### src/rtl/zp_scan_pkg.sv
package zp_scan_pkg;

    localparam int ADDR_W  = 20;
    localparam int HI_W    = 16;
    localparam int LO_W    = ADDR_W - HI_W;
    localparam int ZOOM_W  = 4;
    localparam int STOP_W  = 9;
    localparam int LINE_W  = STOP_W + 2;
    localparam int REP_W   = ZOOM_W + 2;
    localparam int WIDE_PIX   = 1152;
    localparam int SQUARE_PIX = 1024;

    typedef logic [ADDR_W-1:0] pix_addr_t;

    typedef enum logic {
        RES_WIDE   = 1'b0,
        RES_SQUARE = 1'b1
    } res_mode_e;

    typedef struct packed {
        logic frame;
        logic line;
        logic pix;
    } scan_evt_t;

    function automatic pix_addr_t stride_of(input res_mode_e mode);
        return (mode == RES_SQUARE) ? pix_addr_t'(SQUARE_PIX) : pix_addr_t'(WIDE_PIX);
    endfunction

    function automatic pix_addr_t join_origin(input logic [HI_W-1:0] hi,
                                              input logic [LO_W-1:0] lo);
        return {hi, lo};
    endfunction

endpackage

### src/rtl/zp_repeat_ctr.sv
module zp_repeat_ctr #(
    parameter int CNT_W = 6,
    parameter int LIM_W = 4
) (
    input  logic             clk,
    input  logic             rst,
    input  logic             load,
    input  logic [CNT_W-1:0] load_val,
    input  logic             step,
    input  logic [LIM_W-1:0] limit,
    output logic             done
);

    logic [CNT_W-1:0] cnt_q;
    logic [CNT_W-1:0] lim_ext;

    assign lim_ext = CNT_W'(limit);
    assign done    = step && (cnt_q >= lim_ext);

    always_ff @(posedge clk) begin
        if (rst)
            cnt_q <= '0;
        else if (load)
            cnt_q <= load_val;
        else if (step)
            cnt_q <= done ? '0 : cnt_q + 1'b1;
    end

    // a step either restarts the repeat count or adds one to it
    assert_rep_step_R2: assert property (@(posedge clk) disable iff (rst)
        (step && !load) |=> (cnt_q == '0 || cnt_q == $past(cnt_q) + 1'b1));

    // a load sets the counter to the preload value on the next edge
    assert_rep_load_R3: assert property (@(posedge clk) disable iff (rst)
        load |=> (cnt_q == $past(load_val)));

endmodule

### src/rtl/zp_addr_track.sv
module zp_addr_track
    import zp_scan_pkg::*;
(
    input  logic      clk,
    input  logic      rst,
    input  logic      frame_load,
    input  pix_addr_t origin,
    input  logic      line_adv,
    input  logic      line_wrap,
    input  logic      pix_adv,
    input  pix_addr_t stride,
    output pix_addr_t addr
);

    pix_addr_t base_q;
    pix_addr_t addr_q;
    pix_addr_t base_nxt;

    always_comb begin
        base_nxt = base_q;
        if (line_wrap)
            base_nxt = base_q + stride;
    end

    always_ff @(posedge clk) begin
        if (rst) begin
            base_q <= '0;
            addr_q <= '0;
        end else if (frame_load) begin
            base_q <= origin;
            addr_q <= origin;
        end else if (line_adv) begin
            base_q <= base_nxt;
            addr_q <= base_nxt;
        end else if (pix_adv) begin
            addr_q <= addr_q + 1'b1;
        end
    end

    assign addr = addr_q;

    assert_frame_load_R1: assert property (@(posedge clk) disable iff (rst)
        frame_load |=> (addr == $past(origin)));

    assert_line_start_R4: assert property (@(posedge clk) disable iff (rst)
        (line_adv && !frame_load) |=>
            (addr == $past(base_q) || addr == $past(base_q) + $past(stride)));

    assert_pix_inc_R10: assert property (@(posedge clk) disable iff (rst)
        (pix_adv && !line_adv && !frame_load) |=> (addr == $past(addr) + 1'b1));

    assert_reset_zero_R9: assert property (@(posedge clk)
        rst |=> (addr == '0));

endmodule

### src/rtl/zp_scan_addr_gen.sv
module zp_scan_addr_gen
    import zp_scan_pkg::*;
(
    input  logic              clk,
    input  logic              rst,
    input  logic              frame_start,
    input  logic              line_strobe,
    input  logic              pix_strobe,
    input  logic              res_sel,
    input  logic [HI_W-1:0]   pan_word,
    input  logic [LO_W-1:0]   pan_low,
    input  logic [ZOOM_W-1:0] zoom_size_m1,
    input  logic [ZOOM_W-1:0] line_offset,
    input  logic [ZOOM_W-1:0] pixel_offset,
    input  logic [STOP_W-1:0] zoom_stop,
    output logic [ADDR_W-1:0] scan_addr
);

    scan_evt_t           evt;
    logic [LINE_W-1:0]   line_idx_q;
    logic                zoom_on;
    logic [ZOOM_W-1:0]   zoom_eff;
    logic                h_done;
    logic                v_done;
    logic                pix_adv;
    logic                line_adv;
    logic [REP_W-1:0]    h_preload;
    logic [REP_W-1:0]    v_preload;
    pix_addr_t           origin;
    pix_addr_t           stride;

    // frame beats line beats pixel
    always_comb begin
        evt.frame = frame_start;
        evt.line  = line_strobe && !frame_start;
        evt.pix   = pix_strobe && !line_strobe && !frame_start;
    end

    assign zoom_on   = line_idx_q < {zoom_stop, 2'b00};
    assign zoom_eff  = zoom_on ? zoom_size_m1 : '0;
    assign h_preload = {pixel_offset, 2'b00};
    assign v_preload = REP_W'(line_offset);
    assign origin    = join_origin(pan_word, pan_low);
    assign stride    = stride_of(res_mode_e'(res_sel));

    always_ff @(posedge clk) begin
        if (rst)
            line_idx_q <= '0;
        else if (evt.frame)
            line_idx_q <= '0;
        else if (evt.line && line_idx_q != '1)
            line_idx_q <= line_idx_q + 1'b1;
    end

    zp_repeat_ctr #(.CNT_W(REP_W), .LIM_W(ZOOM_W)) u_hrep (
        .clk      (clk),
        .rst      (rst),
        .load     (evt.frame || evt.line),
        .load_val (h_preload),
        .step     (evt.pix),
        .limit    (zoom_eff),
        .done     (h_done)
    );

    zp_repeat_ctr #(.CNT_W(REP_W), .LIM_W(ZOOM_W)) u_vrep (
        .clk      (clk),
        .rst      (rst),
        .load     (evt.frame),
        .load_val (v_preload),
        .step     (evt.line),
        .limit    (zoom_eff),
        .done     (v_done)
    );

    assign pix_adv  = h_done;
    assign line_adv = evt.line;

    zp_addr_track u_track (
        .clk        (clk),
        .rst        (rst),
        .frame_load (evt.frame),
        .origin     (origin),
        .line_adv   (line_adv),
        .line_wrap  (v_done),
        .pix_adv    (pix_adv),
        .stride     (stride),
        .addr       (scan_addr)
    );

    // past the stop line every lone pixel strobe advances the address
    assert_zoom_off_R7: assert property (@(posedge clk) disable iff (rst)
        (!zoom_on && pix_strobe && !line_strobe && !frame_start)
            |=> (scan_addr == $past(scan_addr) + 1'b1));

    // a pixel strobe that shares a cycle with a line strobe adds nothing
    assert_line_over_pix_R8: assert property (@(posedge clk) disable iff (rst)
        (line_strobe && !frame_start) |=>
            (scan_addr == $past(u_track.base_q) ||
             scan_addr == $past(u_track.base_q) + $past(stride)));

    assert_onehot_evt_R8: assert property (@(posedge clk) disable iff (rst)
        $onehot0({evt.frame, evt.line, evt.pix}));

endmodule

### config.mk
export PLATFORM = sky130hd
export DESIGN_NAME = zp_scan_addr_gen
export DESIGN_NICKNAME = d
export VERILOG_FILES = /design/src/rtl/zp_scan_pkg.sv /design/src/rtl/zp_repeat_ctr.sv /design/src/rtl/zp_addr_track.sv /design/src/rtl/zp_scan_addr_gen.sv
export SDC_FILE = /design/constraint.sdc
export NUM_CORES = 1
export LEC_CHECK = 0
export BUFFER_PORTS_ARGS = -buffer_cell sky130_fd_sc_hd__buf_2
export CAP_MARGIN = 15
export CORE_MARGIN = 4
export CORE_UTILIZATION = 51
export CTS_CLUSTER_DIAMETER = 60
export DETAILED_ROUTE_END_ITERATION = 16
export MAX_ROUTING_LAYER = met4
export PLACE_DENSITY = 0.83
export RECOVER_POWER = 100
export SLEW_MARGIN = 20
export SYNTH_ARGS = -nofsm -noshare
export SYNTH_HDL_FRONTEND = slang
export SYNTH_SLANG_ARGS = --single-unit
### constraint.sdc
create_clock -name clk -period 3.2 [get_ports clk]
set_clock_uncertainty 0.1 [all_clocks]
set_input_delay 0.32 -clock clk [delete_from_list [all_inputs] [get_ports clk]]
set_output_delay 0.32 -clock clk [all_outputs]
set_load 0.02 [all_outputs]
==> Word-level counts from Yosys, hierarchy flattened <==
Index checks and enable logic that the tools add are counted.
{ "word_totals": {"out_inout_bits": 20, "word_cells": 44, "ff_bits": 63, "inputBits": 47} }
{ "op_classes": {"n_addsub": 5, "reduce_logical": 14, "muxes": 14, "eq_ne": 1, "magnitude_cmp": 3} }
{ "op_table": {"columns": ["op", "count"], "rows": [
  ["20-bit 2-to-1 mux", 6],
  ["6-bit 2-to-1 mux", 4],
  ["20-bit by 1-bit adder with 20-bit output (second input constant)", 1],
  ["20-bit by 11-bit adder with 20-bit output", 1],
  ["6-bit by 1-bit adder with 6-bit output (second input constant)", 2],
  ["6-bit by 4-bit greater-or-equal comparator with 1-bit output", 2],
  ["4-bit 2-to-1 mux", 3],
  ["11-bit by 1-bit adder with 11-bit output (second input constant)", 1],
  ["11-bit < comparator", 1],
  ["11-bit != test (second input constant)", 1],
  ["8-bit 2-to-1 mux", 1],
  ["1-bit logical AND", 6],
  ["2-bit nonzero test", 2],
  ["2-bit OR reduction", 2],
  ["3-bit nonzero test", 1],
  ["1-bit logical NOT", 2],
  ["1-bit logical OR", 1]
]} }

==> Longest topological paths before layout <==
{ "depth": {"word_depth": 7, "ltp_mapped": 16, "mapped_depth_nobuf": 15} }

==> Modules after synthesis <==
A second synthesis with hierarchy kept.
{ "unflattened": {"cells_unflattened": 617, "area_unflattened_um2": 4849.7} }
{ "modules_own_cells": {"columns": ["mod", "cells_per_inst", "area_per_inst_um2", "seq_area_each_um2", "instances"], "rows": [
  ["zp_addr_track", 411, 3166.8, 800.8, 1],
  ["zp_repeat_ctr", 50, 439.2, 120.1, 2],
  ["zp_scan_addr_gen", 106, 804.5, 220.2, 1]
]} }

==> Worst setup path before layout <==
OpenSTA, ideal clock, no wires.
{ "synth_path": {"path_type": "input to register", "startpoint": "in zoom_stop[6]", "endpoint": "reg u_track.addr_q[17], in the netlist u_track.addr[17]", "arrival_time_ns": 3.098, "slack_ns": -0.089, "n_path_buf": 0, "stages": 14, "cell_sequence": "inv_1 -> ha_1 -> a21o_1 -> a211oi_1 -> o31ai_1 -> a21oi_1 -> and2_1 -> ha_1 -> or3b_1 -> a211oi_2 -> nor3_1 -> and3_1 -> or3_1 -> a311oi_1"} }
{ "synth_between": {"elab_chain_cells": 7, "elab_cells_between_ends": 10, "cone_classes": "order compare (3); mux (4); reduce/logical (3)"} }
{ "synth_lines": {"columns": ["element", "line_no", "text"], "rows": [
  ["start, declared", "zp_scan_addr_gen.sv:15", "input logic [STOP_W-1:0] zoom_stop,"],
  ["11-bit < comparator (*)", "zp_scan_addr_gen.sv:39", "assign zoom_on = line_idx_q < {zoom_stop, 2'b00};"],
  ["4-bit 2-to-1 mux (*)", "zp_scan_addr_gen.sv:40", "assign zoom_eff = zoom_on ? zoom_size_m1 : '0;"],
  ["6-bit by 4-bit greater-or-equal comparator with 1-bit output", "zp_repeat_ctr.sv:18", "assign done = step && (cnt_q >= lim_ext);"],
  ["1-bit logical AND", "zp_repeat_ctr.sv:18", null],
  ["20-bit 2-to-1 mux", "zp_addr_track.sv:21", "if (line_wrap)"],
  ["20-bit 2-to-1 mux", "zp_addr_track.sv:32", "end else if (line_adv) begin"],
  ["20-bit 2-to-1 mux", "zp_addr_track.sv:29", "end else if (frame_load) begin"],
  ["end signal, assigned", "zp_addr_track.sv:31", "addr_q <= origin;"],
  ["end signal, assigned", "zp_addr_track.sv:34", "addr_q <= base_nxt;"],
  ["end signal, assigned", "zp_addr_track.sv:36", "addr_q <= addr_q + 1'b1;"],
  ["end, declared", "zp_addr_track.sv:16", "pix_addr_t addr_q;"]
]} }
Mark *: on every way between the ends. The rest lies on a longest branch, timed or not.
A chain may end at the register's enable or synchronous reset.

==> Final worst setup path <==
{ "layout_path": {"startpoint": "reg line_idx_q[6]", "endpoint": "reg u_track.addr_q[19], in the netlist u_track.addr[19]"} }
{ "layout_between": {"elab_chain_cells": 7, "elab_cells_between_ends": 10, "cone_classes": "order compare (3); mux (4); reduce/logical (3)"} }
{ "layout_lines": {"columns": ["element", "line_no", "text"], "rows": [
  ["start, declared", "zp_scan_addr_gen.sv:20", "logic [LINE_W-1:0] line_idx_q;"],
  ["start signal, assigned", "zp_scan_addr_gen.sv:52", "line_idx_q <= line_idx_q + 1'b1;"],
  ["11-bit < comparator (*)", "zp_scan_addr_gen.sv:39", null],
  ["4-bit 2-to-1 mux (*)", "zp_scan_addr_gen.sv:40", null],
  ["6-bit by 4-bit greater-or-equal comparator with 1-bit output", "zp_repeat_ctr.sv:18", null],
  ["1-bit logical AND", "zp_repeat_ctr.sv:18", null],
  ["20-bit 2-to-1 mux", "zp_addr_track.sv:21", null],
  ["20-bit 2-to-1 mux", "zp_addr_track.sv:32", null],
  ["20-bit 2-to-1 mux", "zp_addr_track.sv:29", null]
]} }
Marked as above.

==> reports/qor.csv <==
metric,value,unit
run status,finished with violations,
violated checks,setup timing,
RR Endpoint,u_track.addr[19],
CP endpoint,u_track.addr[19],
Crit. End Element,flip-flop,
Clock Latency Late Sink,0.35,ns
CTS Buf Count,9,
Worst path depth,17,
vias post-DR,4302,
setup ws final,-0.278,ns
setup TNS,-4.08,ns
Final Hold Viols,0,
Synth top area share,0.321,
Worst Setup SP,line_idx_q[6],
min Tclk post-route,3.48,ns
crit path DAT,3.64,ns
Slew headroom,0.184,
worst slew pin tran,1.22,ns
Netlist Area Pre-Place,3930,um2
DR DRC count,0,
HPWL Detailed,7810,um
gr ovfl total,0,
CP required,3.36,ns
Post-CTS Hold Buffers,0,
routability congestion estimate,0.874,
WS Path Type,flip-flop to flip-flop,
die area,9180,um2
Via density,6.26,
Yosys cell types,71,
pins over their slew limit,0,
CP Max Fanout,8,
Worst path slowest cell,nor4_2,
Root Buffer,clkbuf_8,
routed wire length,12400,um
port bufs,66,
first-pass GRT wire length,19100,um
worst path cell trace,ha_4 -> a21oi_2 -> nor2_1 -> a211oi_2 -> o31ai_2 -> a21oi_2 -> buf_4 -> nand2_2 -> ha_2 -> o211a_4 -> a21oi_4 -> buf_4 -> nor4_2 -> buf_4 -> xor2_1 -> a22oi_1 -> a211oi_1,
CTS clock-pin slew for the worst setup and hold paths,0.07,ns
CTS H-Tree Depth,3,
Syn-to-layout area delta,30.0,%
Starting Density,0.534,
final cell count without fillers,687,
IO Pins,67,
Cells after Synth,488,
CTS tree,done,
initial antenna violation count,0,
worst min path class,primary input to flip-flop,
"EDFF count, synth",0,
R2R Path Start,line_idx_q[6],
yosys warns,0,
worst path bufs/invs,3,
syn_area_per_cell,8.06,um2
"area leader, netlist",dfxtp_1,
Clock Path Buffers,2,
worst-case reg-to-reg path depth,17,
vias in the first global route,4122,
first drt pass iteration count,8,
Antenna Nets Post-Route,0,
synthesis-stage register bit count,63,
core area,7370,um2
sequential area share after synthesis,0.321,
cell mode on critical path,buf_4,
Die W,95.8,um
CP startpoint kind,flip-flop,
maximum vdd drop,0.212,mV
Synth area leaders,"dfxtp_1, ha_1, nand2_1, nor2_1, xor2_1",
critical path's largest stage delay,0.38,ns
static leakage,0.00214,uW
endpoints failing setup,35,
Max Cap Viol,0,
Final period util,1.09,
largest net degree at the start of global routing,49,
GRT Overall Usage,0.272,
Max Clock Freq,0.288,GHz
Syn Nets,557,
layout cell share with drive strength beyond 1,0.293,
FP Rows,31,
Antenna Cells,0,
top_reg_cell synth,dfxtp_1,
CTS Sinks,63,
Chip Height,95.8,um
fraction of registers with async set/reset,0,
WL/cell,18.1,um
r2r setup slk,-0.28,ns
nets@finish,653,
Placed Cells incl. Taps,662,
RSZ-0062 raised after global routing,true,
Power Dens Cells,419,nW/um2
CP top delay family,compound AO/OA/AOI/OAI gates,
initial DRC count,399,
[Yosys cell counts, drive strengths merged (2+ instances only)]
master	instances
dfxtp	63
nand2	61
nor2	56
a21oi	26
ha	22
o21ai	22
nand3	19
inv	17
clkbuf	16
xor2	16
a211oi	13
a22oi	10
a31oi	10
nor3	10
xnor2	10
a21o	9
and3	9
mux2i	9
and4	7
buf	7
nand4	7
a311oi	5
o211ai	5
a31o	4
nor2b	4
nor3b	4
nor4	4
or3	4
nand2b	3
nand3b	3
o21a	3
a32oi	2
and2	2
nor4b	2
o31a	2
or2	2
or3b	2
[how the worst min path moves through the flow]
stage | start | to | cells after the start
2_1_floorplan | u_track.base_q[1] | u_track.base_q[1] | 2
3_3_place_gp | u_track.base_q[4] | u_track.base_q[4] | 2
3_5_place_dp | u_track.base_q[0] | u_track.base_q[0] | 2
4_1_cts | pixel_offset[3] | u_hrep.cnt_q[5] | 3
5_1_grt | pixel_offset[3] | u_hrep.cnt_q[5] | 3
6_report | pixel_offset[3] | u_hrep.cnt_q[5] | 3
[power by group]
group / internal (uW) / switching (uW)
logic: 202 / 248
clock network: 497 / 313
registers: 825 / 58.7
[metrics by stage]
stage          worst slack [ns]  hold slack (ns)   util  total power (uW)  area (um2)
6_report                 -0.278            0.103  0.694              2140        5110
3_5_place_dp             -0.455            0.357  0.613              1240        4520
4_1_cts                  -0.185            0.107  0.677              2100        4990
2_1_floorplan           -0.0252            0.336      -              1110        3950
5_1_grt                  -0.396           0.0993  0.694              2230        5110
3_3_place_gp             -0.302            0.342  0.613              1230        4520
[routing by layer]
layer	vias to the layer above	wire, um	track usage
met5	-	0	-
met4	0	467	0.111
met3	58	1080	0.0555
met2	242	6120	0.461
met1	2026	4760	0.312
li1	1976	-	-
[flip-flops by register name, indices dropped and copies added, names as in the netlist]
signal	cells
line_idx_q	11
u_hrep.cnt_q	6
u_track.addr	20
u_track.base_q	20
u_vrep.cnt_q	6
[cells in the final DEF (no fill, tap or decap), drive strengths merged, types with 3 or more instances in the layout]
master,synthesis,layout
a211oi,13,13
a21o,9,9
a21oi,26,26
a22oi,10,10
a311oi,5,5
a31o,4,4
a31oi,10,10
and3,9,9
and4,7,7
buf,7,88
clkbuf,16,33
dfxtp,63,63
ha,22,22
inv,17,17
mux2i,9,9
nand2,61,61
nand2b,3,3
nand3,19,19
nand3b,3,3
nand4,7,7
nor2,56,56
nor2b,4,4
nor3,10,10
nor3b,4,4
nor4,4,4
o211ai,5,5
o21a,3,3
o21ai,22,22
or3,4,4
xnor2,10,10
xor2,16,16
[cells by family (layout without fill, tap and decap cells)]
group           Yosys count  count (layout)  synth area share
compound gates          127             127             0.224
xor+xnor                 26              26            0.0579
fa+ha+maj                22              22            0.0700
buf+inv                  41             141            0.0519
flops                    63              63             0.321
mux                       9               9            0.0229
simple gates            200             200             0.253
[area by class of cell]
| type | instances | area, um2 |
|---|---|---|
| Inverter | 17 | 63.8 |
| Clock buffer | 12 | 165 |
| Tap cell | 99 | 124 |
| Multi-Input combinational cell | 384 | 2770 |
| Clock inverter | 3 | 65.1 |
| Timing Repair Buffer | 109 | 662 |
| Fill cell | 560 | 2260 |
| Sequential cell | 63 | 1260 |
[repair_timing]
item,4_1_cts,5_1_grt
pin swaps,30,10
setup endpoints to repair,41,42
buffers inserted,11,2
resized for setup,35,36
[worst reg2reg max path: stages (launching register included)]
cell	delay [ns]
dfxtp_2	0.36
ha_4	0.20
a21oi_2	0.12
nor2_1	0.06
a211oi_2	0.17
o31ai_2	0.12
a21oi_2	0.21
buf_4	0.17
nand2_2	0.06
ha_2	0.33
o211a_4	0.18
a21oi_4	0.10
buf_4	0.15
nor4_2	0.38
buf_4	0.19
xor2_1	0.15
a22oi_1	0.09
a211oi_1	0.24
No activity file was read; power rests on OpenSTA's default activity.
